===== src/rtl/brpred_pkg.sv =====
`timescale 1ns/1ps
// Shared definitions for the branch predictor: the mode encoding.
package brpred_pkg;
    typedef enum logic [1:0] {
        BP_OFF       = 2'd0,  // never taken, target PC+1
        BP_PCIDX     = 2'd1,  // counters indexed by the PC
        BP_LOCHIST   = 2'd2,  // counters indexed by a per-branch history
        BP_BACKTAKEN = 2'd3   // taken when the offset is negative
    } bp_mode_e;
endpackage


===== src/rtl/brpred_hist_tbl.sv =====
`timescale 1ns/1ps
// Per-branch history table. Each entry is a HIST_W-bit shift register of
// resolved directions, newest in bit 0. Assumes ENTRIES is a power of two
// and HIST_W >= 2. One read port (combinational), one write port.
module brpred_hist_tbl #(
    parameter int ENTRIES = 4,
    parameter int HIST_W  = 4,
    localparam int IDX_W  = $clog2(ENTRIES)
) (
    input  logic              clk,
    input  logic              rst_n,
    input  logic [IDX_W-1:0]  rd_idx,
    output logic [HIST_W-1:0] rd_hist,
    input  logic              wr_en,
    input  logic [IDX_W-1:0]  wr_idx,
    input  logic              wr_bit
);
    logic [ENTRIES-1:0][HIST_W-1:0] hist_q;

    // Read the addressed history.
    assign rd_hist = hist_q[rd_idx];

    // Clear on reset; shift the resolved direction into the addressed entry.
    always_ff @(posedge clk) begin
        if (!rst_n) begin
            hist_q <= '0;
        end else if (wr_en) begin
            hist_q[wr_idx] <= {hist_q[wr_idx][HIST_W-2:0], wr_bit};
        end
    end

    assert_hist_shift_R6: assert property (@(posedge clk) disable iff (!rst_n)
        wr_en |=> (hist_q[$past(wr_idx)][HIST_W-1:1] == $past(hist_q[wr_idx][HIST_W-2:0]))
                  && (hist_q[$past(wr_idx)][0] == $past(wr_bit)));

    assert_hist_hold_R10: assert property (@(posedge clk) disable iff (!rst_n)
        !wr_en |=> $stable(hist_q));
endmodule


===== src/rtl/brpred_ctr_tbl.sv =====
`timescale 1ns/1ps
// Pattern table of saturating up/down counters. The prediction is the
// counter MSB. Assumes ENTRIES is a power of two; INIT fits in CNT_W bits.
module brpred_ctr_tbl #(
    parameter int ENTRIES = 16,
    parameter int CNT_W   = 2,
    parameter int INIT    = 1,
    localparam int IDX_W  = $clog2(ENTRIES)
) (
    input  logic             clk,
    input  logic             rst_n,
    input  logic [IDX_W-1:0] rd_idx,
    output logic             rd_taken,
    input  logic             wr_en,
    input  logic [IDX_W-1:0] wr_idx,
    input  logic             wr_up
);
    localparam logic [CNT_W-1:0] CNT_MAX  = {CNT_W{1'b1}};
    localparam logic [CNT_W-1:0] CNT_INIT = CNT_W'(INIT);

    logic [ENTRIES-1:0][CNT_W-1:0] cnt_q;
    logic [CNT_W-1:0]              wr_cur;

    // Counter MSB gives the direction.
    assign rd_taken = cnt_q[rd_idx][CNT_W-1];
    // Current value of the entry being trained.
    assign wr_cur   = cnt_q[wr_idx];

    // Reset to the weak value; step toward the outcome, clamped at the ends.
    always_ff @(posedge clk) begin
        if (!rst_n) begin
            for (int i = 0; i < ENTRIES; i++) cnt_q[i] <= CNT_INIT;
        end else if (wr_en) begin
            if (wr_up && wr_cur != CNT_MAX)
                cnt_q[wr_idx] <= wr_cur + CNT_W'(1);
            else if (!wr_up && wr_cur != '0)
                cnt_q[wr_idx] <= wr_cur - CNT_W'(1);
        end
    end

    assert_ctr_top_R5: assert property (@(posedge clk) disable iff (!rst_n)
        (wr_en && wr_up && wr_cur == CNT_MAX) |=> cnt_q[$past(wr_idx)] == CNT_MAX);

    assert_ctr_floor_R5: assert property (@(posedge clk) disable iff (!rst_n)
        (wr_en && !wr_up && wr_cur == '0) |=> cnt_q[$past(wr_idx)] == '0);

    assert_ctr_hold_R10: assert property (@(posedge clk) disable iff (!rst_n)
        !wr_en |=> $stable(cnt_q));
endmodule


===== src/rtl/brpred_tgt_buf.sv =====
`timescale 1ns/1ps
// Branch target buffer: direct-mapped, untagged, one target per entry.
// Assumes ENTRIES is a power of two.
module brpred_tgt_buf #(
    parameter int ENTRIES = 4,
    parameter int ADDR_W  = 16,
    localparam int IDX_W  = $clog2(ENTRIES)
) (
    input  logic              clk,
    input  logic              rst_n,
    input  logic [IDX_W-1:0]  rd_idx,
    output logic [ADDR_W-1:0] rd_tgt,
    input  logic              wr_en,
    input  logic [IDX_W-1:0]  wr_idx,
    input  logic [ADDR_W-1:0] wr_tgt
);
    logic [ENTRIES-1:0][ADDR_W-1:0] tgt_q;

    // Read the addressed target.
    assign rd_tgt = tgt_q[rd_idx];

    // Clear on reset; store the resolved target.
    always_ff @(posedge clk) begin
        if (!rst_n) tgt_q <= '0;
        else if (wr_en) tgt_q[wr_idx] <= wr_tgt;
    end

    assert_tgt_write_R7: assert property (@(posedge clk) disable iff (!rst_n)
        wr_en |=> tgt_q[$past(wr_idx)] == $past(wr_tgt));

    assert_tgt_hold_R10: assert property (@(posedge clk) disable iff (!rst_n)
        !wr_en |=> $stable(tgt_q));
endmodule


===== src/rtl/brpred_core.sv =====
`timescale 1ns/1ps
// Configurable branch direction and target predictor. The prediction is
// combinational from current state; updates take effect at the next edge.
// Assumes the update port returns indices produced by the prediction port.
// Tables: HIST_ENTRIES histories of HIST_W bits, 2**HIST_W counters,
// TGT_ENTRIES targets.
module brpred_core
    import brpred_pkg::*;
#(
    parameter int       PC_W         = 16,
    parameter int       OFS_W        = 7,
    parameter int       HIST_ENTRIES = 4,
    parameter int       HIST_W       = 4,
    parameter int       TGT_ENTRIES  = 4,
    parameter int       CNT_W        = 2,
    parameter bp_mode_e RESET_MODE   = BP_LOCHIST,
    localparam int      HIDX_W       = $clog2(HIST_ENTRIES),
    localparam int      PIDX_W       = HIST_W,
    localparam int      TIDX_W       = $clog2(TGT_ENTRIES)
) (
    input  logic              clk,
    input  logic              rst_n,
    input  logic              mode_wr,
    input  logic [1:0]        mode_wdata,
    output logic [1:0]        mode_cur,
    input  logic [PC_W-1:0]   pred_pc,
    input  logic [OFS_W-1:0]  pred_ofs,
    output logic              pred_taken,
    output logic [PC_W-1:0]   pred_target,
    output logic [HIDX_W-1:0] pred_hidx,
    output logic              pred_hidx_vld,
    output logic [PIDX_W-1:0] pred_pidx,
    output logic              pred_pidx_vld,
    output logic [TIDX_W-1:0] pred_tidx,
    output logic              pred_tidx_vld,
    input  logic              upd_en,
    input  logic [HIDX_W-1:0] upd_hidx,
    input  logic              upd_hidx_vld,
    input  logic [PIDX_W-1:0] upd_pidx,
    input  logic              upd_pidx_vld,
    input  logic [TIDX_W-1:0] upd_tidx,
    input  logic              upd_tidx_vld,
    input  logic              upd_taken,
    input  logic [PC_W-1:0]   upd_target
);
    localparam int PAT_ENTRIES = 1 << HIST_W;

    bp_mode_e          mode_q;
    logic [HIDX_W-1:0] pc_hidx;
    logic [TIDX_W-1:0] pc_tidx;
    logic [HIST_W-1:0] hist_rd;
    logic [PIDX_W-1:0] pidx_sel;
    logic              ctr_taken;
    logic [PC_W-1:0]   tgt_rd;
    logic              hist_we, ctr_we, tgt_we;

    // Mode register: reset value from RESET_MODE, loaded on mode_wr.
    always_ff @(posedge clk) begin
        if (!rst_n) mode_q <= RESET_MODE;
        else if (mode_wr) mode_q <= bp_mode_e'(mode_wdata);
    end
    assign mode_cur = mode_q;

    // Table addresses derived from the PC and, in local-history mode, the history.
    assign pc_hidx  = pred_pc[HIDX_W-1:0];
    assign pc_tidx  = pred_pc[TIDX_W-1:0];
    assign pidx_sel = (mode_q == BP_LOCHIST) ? hist_rd : pred_pc[PIDX_W-1:0];

    // Update gating: each table is written only in the modes that own it.
    assign hist_we = upd_en && upd_hidx_vld && (mode_q == BP_LOCHIST);
    assign ctr_we  = upd_en && upd_pidx_vld &&
                     (mode_q == BP_LOCHIST || mode_q == BP_PCIDX);
    assign tgt_we  = upd_en && upd_tidx_vld && (mode_q != BP_OFF);

    brpred_hist_tbl #(.ENTRIES(HIST_ENTRIES), .HIST_W(HIST_W)) u_hist (
        .clk(clk), .rst_n(rst_n),
        .rd_idx(pc_hidx), .rd_hist(hist_rd),
        .wr_en(hist_we), .wr_idx(upd_hidx), .wr_bit(upd_taken)
    );

    brpred_ctr_tbl #(.ENTRIES(PAT_ENTRIES), .CNT_W(CNT_W), .INIT(1)) u_ctr (
        .clk(clk), .rst_n(rst_n),
        .rd_idx(pidx_sel), .rd_taken(ctr_taken),
        .wr_en(ctr_we), .wr_idx(upd_pidx), .wr_up(upd_taken)
    );

    brpred_tgt_buf #(.ENTRIES(TGT_ENTRIES), .ADDR_W(PC_W)) u_tgt (
        .clk(clk), .rst_n(rst_n),
        .rd_idx(pc_tidx), .rd_tgt(tgt_rd),
        .wr_en(tgt_we), .wr_idx(upd_tidx), .wr_tgt(upd_target)
    );

    // Assemble the prediction for the current mode; unused indices read 0.
    always_comb begin
        pred_taken    = 1'b0;
        pred_target   = pred_pc + PC_W'(1);
        pred_hidx     = '0;
        pred_hidx_vld = 1'b0;
        pred_pidx     = '0;
        pred_pidx_vld = 1'b0;
        pred_tidx     = '0;
        pred_tidx_vld = 1'b0;
        case (mode_q)
            BP_PCIDX, BP_LOCHIST: begin
                pred_pidx     = pidx_sel;
                pred_pidx_vld = 1'b1;
                pred_taken    = ctr_taken;
                pred_tidx     = pc_tidx;
                pred_tidx_vld = 1'b1;
                pred_target   = tgt_rd;
                if (mode_q == BP_LOCHIST) begin
                    pred_hidx     = pc_hidx;
                    pred_hidx_vld = 1'b1;
                end
            end
            BP_BACKTAKEN: begin
                pred_taken    = $signed(pred_ofs) < 0;
                pred_tidx     = pc_tidx;
                pred_tidx_vld = 1'b1;
                pred_target   = tgt_rd;
            end
            default: ;
        endcase
    end

    assert_off_quiet_R9: assert property (@(posedge clk) disable iff (!rst_n)
        (mode_cur == 2'd0) |-> (!pred_taken && pred_target == pred_pc + PC_W'(1)
                                && !pred_hidx_vld && !pred_pidx_vld && !pred_tidx_vld));

    assert_static_sign_R8: assert property (@(posedge clk) disable iff (!rst_n)
        (mode_cur == 2'd3) |-> (pred_taken == pred_ofs[OFS_W-1]
                                && !pred_pidx_vld && !pred_hidx_vld && pred_tidx_vld));

    assert_mode_load_R11: assert property (@(posedge clk) disable iff (!rst_n)
        mode_wr |=> mode_cur == $past(mode_wdata));
endmodule


===== config.mk =====
export PLATFORM = sky130hd
export DESIGN_NAME = brpred_core
export DESIGN_NICKNAME = d
export VERILOG_FILES = /design/src/rtl/brpred_pkg.sv /design/src/rtl/brpred_hist_tbl.sv /design/src/rtl/brpred_ctr_tbl.sv /design/src/rtl/brpred_tgt_buf.sv /design/src/rtl/brpred_core.sv
export SDC_FILE = /design/constraint.sdc
export NUM_CORES = 1
export LEC_CHECK = 0
export BUFFER_PORTS_ARGS = -buffer_cell sky130_fd_sc_hd__buf_4
export CAP_MARGIN = 20
export CELL_PAD_IN_SITES_DETAIL_PLACEMENT = 0
export CELL_PAD_IN_SITES_GLOBAL_PLACEMENT = 1
export CORE_ASPECT_RATIO = 0.7
export CORE_MARGIN = 3
export CORE_UTILIZATION = 43
export DETAILED_ROUTE_END_ITERATION = 6
export GPL_TIMING_DRIVEN = 0
export PLACE_DENSITY = 0.77
export REMOVE_ABC_BUFFERS = 1
export SKIP_CTS_REPAIR_TIMING = 1
export SLEW_MARGIN = 20
export SYNTH_ARGS = -nofsm -noshare
export SYNTH_HDL_FRONTEND = slang
export SYNTH_SLANG_ARGS = --single-unit

===== constraint.sdc =====
create_clock -name clk -period 5 [get_ports clk]
set_input_delay 1 -clock clk [delete_from_list [all_inputs] [get_ports clk]]
set_output_delay 1 -clock clk [all_outputs]
set_load 0.02 [all_outputs]

==> results of run 1 <==
## report_power, final
part / internal [mW] / switching (mW)
combinational: 0.108 / 0.153
sequential: 0.923 / 0.00786
clock: 0.734 / 0.418
total: 1.77 / 0.579
## Yosys cell counts, drive strengths merged (4+ instances only)
cell    number  area share
and3         8      0.0083
a21oi        6      0.0050
nand2      195        0.12
and2         8      0.0083
o21ai       37       0.031
xor2        10       0.015
dfxtp      114        0.38
nor3         5      0.0042
xnor2        5      0.0073
nand4b       6      0.0087
a21boi      82        0.10
nand3       22       0.018
ha           7       0.015
nor2b       18       0.019
inv          6      0.0037
clkbuf      41       0.026
mux2         4      0.0075
buf          9      0.0081
nor2        21       0.013
mux4        26       0.097
mux2i       30       0.054
## routing by layer
layer / part of all wire / vias up / GRT usage
met5: 0 / - / 0
met4: 0.010 / 0 / 0.0559
met3: 0.059 / 20 / 0.0472
met2: 0.46 / 154 / 0.337
met1: 0.47 / 2504 / 0.310
li1: - / 2516 / -
## final timing paths
check,startpoint,end,cells past startpoint
min reg2reg,u_tgt.tgt_q[22],u_tgt.tgt_q[22],2
max reg2reg,register,register,11
min,u_tgt.tgt_q[22],u_tgt.tgt_q[22],2
max,upd_pidx[0],register,12
## logic make-up (layout without fill, tap and decap cells)
kind of cell,count (synthesis),in the layout,share of synthesized area
simple gates,306,306,0.230
compound gates,140,140,0.159
flops,114,114,0.379
mux,60,60,0.159
buf+inv,56,117,0.0374
xor+xnor,15,15,0.0218
fa+ha+maj,7,7,0.0145
## stage by stage
step | area, um2 | std cells | hold slack, ns | worst slack, ns
floorplan | 5820 | 648 | 0.432 | 1.09
global placement | 6650 | 913 | 0.438 | 0.301
detailed placement | 6670 | 914 | 0.446 | 0.213
CTS | 7230 | 944 | 0.453 | 0.672
global route | 7230 | 944 | 0.465 | 0.437
finish | 7230 | 944 | 0.453 | 0.621
## worst max-delay path: stages
cell and delay, ns:
buf_4 0.22, mux4_2 0.53, mux2_2 0.29, o21ai_2 0.62, inv_1 0.10, ha_1 0.23, and2b_1 0.26, o21ai_1 0.18
or3b_1 0.54, or3_1 0.43, mux2i_1 0.17, nand2_1 0.06
## layout make-up
| class | count | area (um2) |
|---|---|---|
| Clock buffer | 19 | 443 |
| Clock inverter | 11 | 115 |
| Fill cell | 1206 | 6210 |
| Inverter | 6 | 22.5 |
| Multi-Input combinational cell | 528 | 3530 |
| Sequential cell | 114 | 2280 |
| Tap cell | 185 | 231 |
| Timing Repair Buffer | 81 | 608 |
==> impl_metrics.csv, run 1 <==
group,metric,value,unit
routing,first_iter_violations,364,
yosys,yosysWarnings,0,
yosys,yosysUniqueCellTypes,49,
pwr,cellLeakagePower,2.65,nW
sta,finalCriticalPeriod,4.38,ns
final_layout,final_util,0.538,
final_layout,drive_above_1_share,0.191,
yosys,ys_ff_latch,114,
placement,place_hpwl,11.3,mm
final_layout,n_antenna_cell,0,
sta,slew_viol_final,0,
pwr,ir_drop,0.200,mV
sta,worst_slew_pin_slew,0.998,ns
run_status,status,"completed",
routing,wl_per_cell,17.5,um
floorplanning,fp.coreArea,0.0134,mm2
floorplanning,die_area,0.0155,mm2
clock_network,root_buffer,"clkbuf_16",
clock_network,cts_tree,"done",
routing,viasPerCell,5.50,
yosys,yosysSeqAreaShare,0.379,
critical_path,arrival,4.63,ns
critical_path,end_kind,"register",
final_layout,nets,812,
routing,drc,0,
sta,fin_crit_sh,0.876,
sta,setup_viol,0,
critical_path,r2r_slack,1.19,ns
clock_network,cts_buffer_depth,2,
global_routing,grt_pass1_wl,26.8,mm
yosys,syn_area_per_cell,8.63,um2
placement,port_buffers,80,
floorplanning,die_y,105,um
clock_network,numCtsBuffers,17,
routing,dr.pass1.iters,5,
clock_network,clk_latency,0.41,ns
sta,relSlewSlack,0.335,
global_routing,antenna_found_initial,0,
yosys,synth_area,0.00602,mm2
yosys,synth_edf_count,0,
critical_path,path_max_fanout,18,
floorplanning,ios,87,
pwr,powerDensity,324,mW/mm2
pwr,total_power,2.34,mW
clock_network,htree_levels,4,
sta,finClkSkew,0.0120,ns
floorplanning,die_w,147,um
global_routing,grt_max_degree,115,
job,cap_violations,0,
clock_network,clock_sinks,114,
yosys,ys.flop_type,"dfxtp_1",
sta,hold_viol,0,
floorplanning,fp-row-count,35,
routing,wirelength,16.6,mm
yosys,synthCells,698,
final_layout,syn2layout_area_growth,20.0,%
clock_network,clk_pin_slew,0.05,ns
hold_path,hold_class,"register to register",
routing,drtAntennaViolNets,0,
placement,place.gp.congestion,0.852,
sta,fmax,228,MHz
final_layout,final_cell_mix,"195 x nand2_1, 114 x dfxtp_1, 81 x buf_4, 73 x a21boi_0, 35 x o21ai_0",
routing,vias,5194,
critical_path,startpoint_type,"input port",
critical_path,path_class,"input port to register",
sta,rsz0062_at_grt,"false",
global_routing,grt-ovfl-total,0,
yosys,synthArstFlopShare,0,
final_layout,layout_commonest_cell,"nand2_1",
global_routing,grt_pass1_vias,5132,
floorplanning,start_util,0.448,
sta,fin_tns_setup,0,ns
global_routing,track_usage,0.218,
critical_path,worst-endpoint-required,5.25,ns
(Power assumes the default switching activity.)
==> run 2: changes to the inputs <==
--- a/config.mk
+++ b/config.mk
@@ -11,10 +11,10 @@
 export CELL_PAD_IN_SITES_GLOBAL_PLACEMENT = 1
 export CORE_ASPECT_RATIO = 0.7
 export CORE_MARGIN = 3
-export CORE_UTILIZATION = 43
+export CORE_UTILIZATION = 39
 export DETAILED_ROUTE_END_ITERATION = 6
 export GPL_TIMING_DRIVEN = 0
-export PLACE_DENSITY = 0.77
+export PLACE_DENSITY = 0.73
 export REMOVE_ABC_BUFFERS = 1
 export SKIP_CTS_REPAIR_TIMING = 1
 export SLEW_MARGIN = 20
==> constraint.sdc (replaced) <==
create_clock -name clk -period 3.69 [get_ports clk]
set_input_delay 0.738 -clock clk [delete_from_list [all_inputs] [get_ports clk]]
set_output_delay 0.738 -clock clk [all_outputs]
set_load 0.02 [all_outputs]
==> impl_metrics.csv, run 2 (same netlist as run 1, synthesis figures left out) <==
group,metric,value,unit
run_status,status,"completed",
sta,slew_viol_final,0,
routing,viasPerCell,5.45,
floorplanning,die_area,0.0170,mm2
global_routing,grt_pass1_vias,5058,
clock_network,clk_latency,0.42,ns
final_layout,nets,821,
global_routing,grt_max_degree,115,
sta,finClkSkew,0.00717,ns
placement,port_buffers,80,
routing,vias,5256,
final_layout,final_cell_mix,"195 x nand2_1, 114 x dfxtp_1, 87 x buf_4, 73 x a21boi_0, 35 x o21ai_0",
floorplanning,die_w,155,um
critical_path,path_max_fanout,27,
critical_path,worst-endpoint-required,2.95,ns
final_layout,layout_commonest_cell,"nand2_1",
sta,worst_slew_pin_slew,0.989,ns
job,cap_violations,0,
global_routing,track_usage,0.201,
global_routing,antenna_found_initial,0,
critical_path,path_class,"input port to output pin",
critical_path,arrival,2.86,ns
sta,fin_crit_sh,0.975,
routing,wl_per_cell,17.6,um
clock_network,numCtsBuffers,17,
pwr,ir_drop,0.233,mV
clock_network,cts_tree,"done",
clock_network,clock_sinks,114,
floorplanning,ios,87,
global_routing,grt-ovfl-total,0,
final_layout,drive_above_1_share,0.211,
floorplanning,die_y,110,um
critical_path,end_kind,"output pin",
critical_path,startpoint_type,"input port",
hold_path,hold_class,"register to register",
final_layout,n_antenna_cell,0,
sta,finalCriticalPeriod,3.60,ns
routing,dr.pass1.iters,6,
final_layout,syn2layout_area_growth,23.0,%
clock_network,clk_pin_slew,0.05,ns
sta,setup_viol,0,
placement,dp.cells,924,
sta,hold_viol,0,
pwr,powerDensity,447,mW/mm2
pwr,cellLeakagePower,2.73,nW
floorplanning,fp.coreArea,0.0149,mm2
sta,rsz0062_at_grt,"false",
final_layout,final_cells,964,
sta,fmax,278,MHz
floorplanning,start_util,0.404,
sta,relSlewSlack,0.341,
routing,first_iter_violations,419,
placement,place.gp.congestion,0.805,
clock_network,htree_levels,4,
floorplanning,fp-row-count,37,
routing,drtAntennaViolNets,0,
final_layout,final_util,0.497,
clock_network,root_buffer,"clkbuf_16",
global_routing,grt_pass1_wl,26.7,mm
routing,drc,0,
clock_network,cts_buffer_depth,2,
placement,place_hpwl,11.3,mm
routing,wirelength,17.0,mm
## run 2: cell count changes in the layout (fill, tap and decap cells not counted), moves of 2 or more
cell / change
buf_4: +6
clkinv_4: +4
a21oi_1: -2
a21oi_2: +2
buf_6: +2
clkinv_2: -2
or3b_1: -2
or3b_4: +2
## run 2: metrics by stage
stage | hold WS [ns] | power (mW) | worst slack, ns | setup TNS, ns | instance area, um2
5_1_grt | 0.479 | 3.43 | 0.0103 | 0 | 7410
3_5_place_dp | 0.447 | 1.64 | -0.812 | -15.17 | 6690
2_1_floorplan | 0.432 | 1.46 | 0.0437 | 0 | 5820
6_report | 0.452 | 3.31 | 0.0913 | 0 | 7410
4_1_cts | 0.455 | 3.33 | -0.391 | -3.30 | 7290
3_3_place_gp | 0.438 | 1.64 | -0.732 | -16.54 | 6670
## run 2: layout make-up
class / instances / area (um2)
clock inverter: 13 / 163
sequential: 114 / 2280
timing repair buffer: 90 / 691
clock buffer: 18 / 439
multi-input combinational: 528 / 3570
tap: 195 / 244
fill: 1425 / 7500
inverter: 6 / 22.5
## run 2: final timing paths
path,startpoint,endpoint,slack (ns),depth (start not counted)
worst max-delay path,pred_pc[0],pred_taken,0.09,7
worst min-delay path,u_tgt.tgt_q[25],u_tgt.tgt_q[25],0.45,2
worst max register to register,register,register,0.39,10
worst min register to register,u_tgt.tgt_q[25],u_tgt.tgt_q[25],0.45,2
## run 2: power breakdown
part / switching [mW] / internal (mW)
sequential: 0.0111 / 1.25
combinational: 0.211 / 0.155
clock: 0.611 / 1.07
## run 2: routing by layer
metal,GRT usage,part of all wire
met1,0.278,0.46
met2,0.309,0.46
met3,0.0593,0.061
met4,0.0580,0.012
met5,0,0
## run 2: critical path: stages
cell,delay (ns)
buf_8,0.24
mux4_2,0.62
mux2i_4,0.20
nor3_1,0.07
a31o_1,0.21
or4_1,0.56
buf_4,0.19
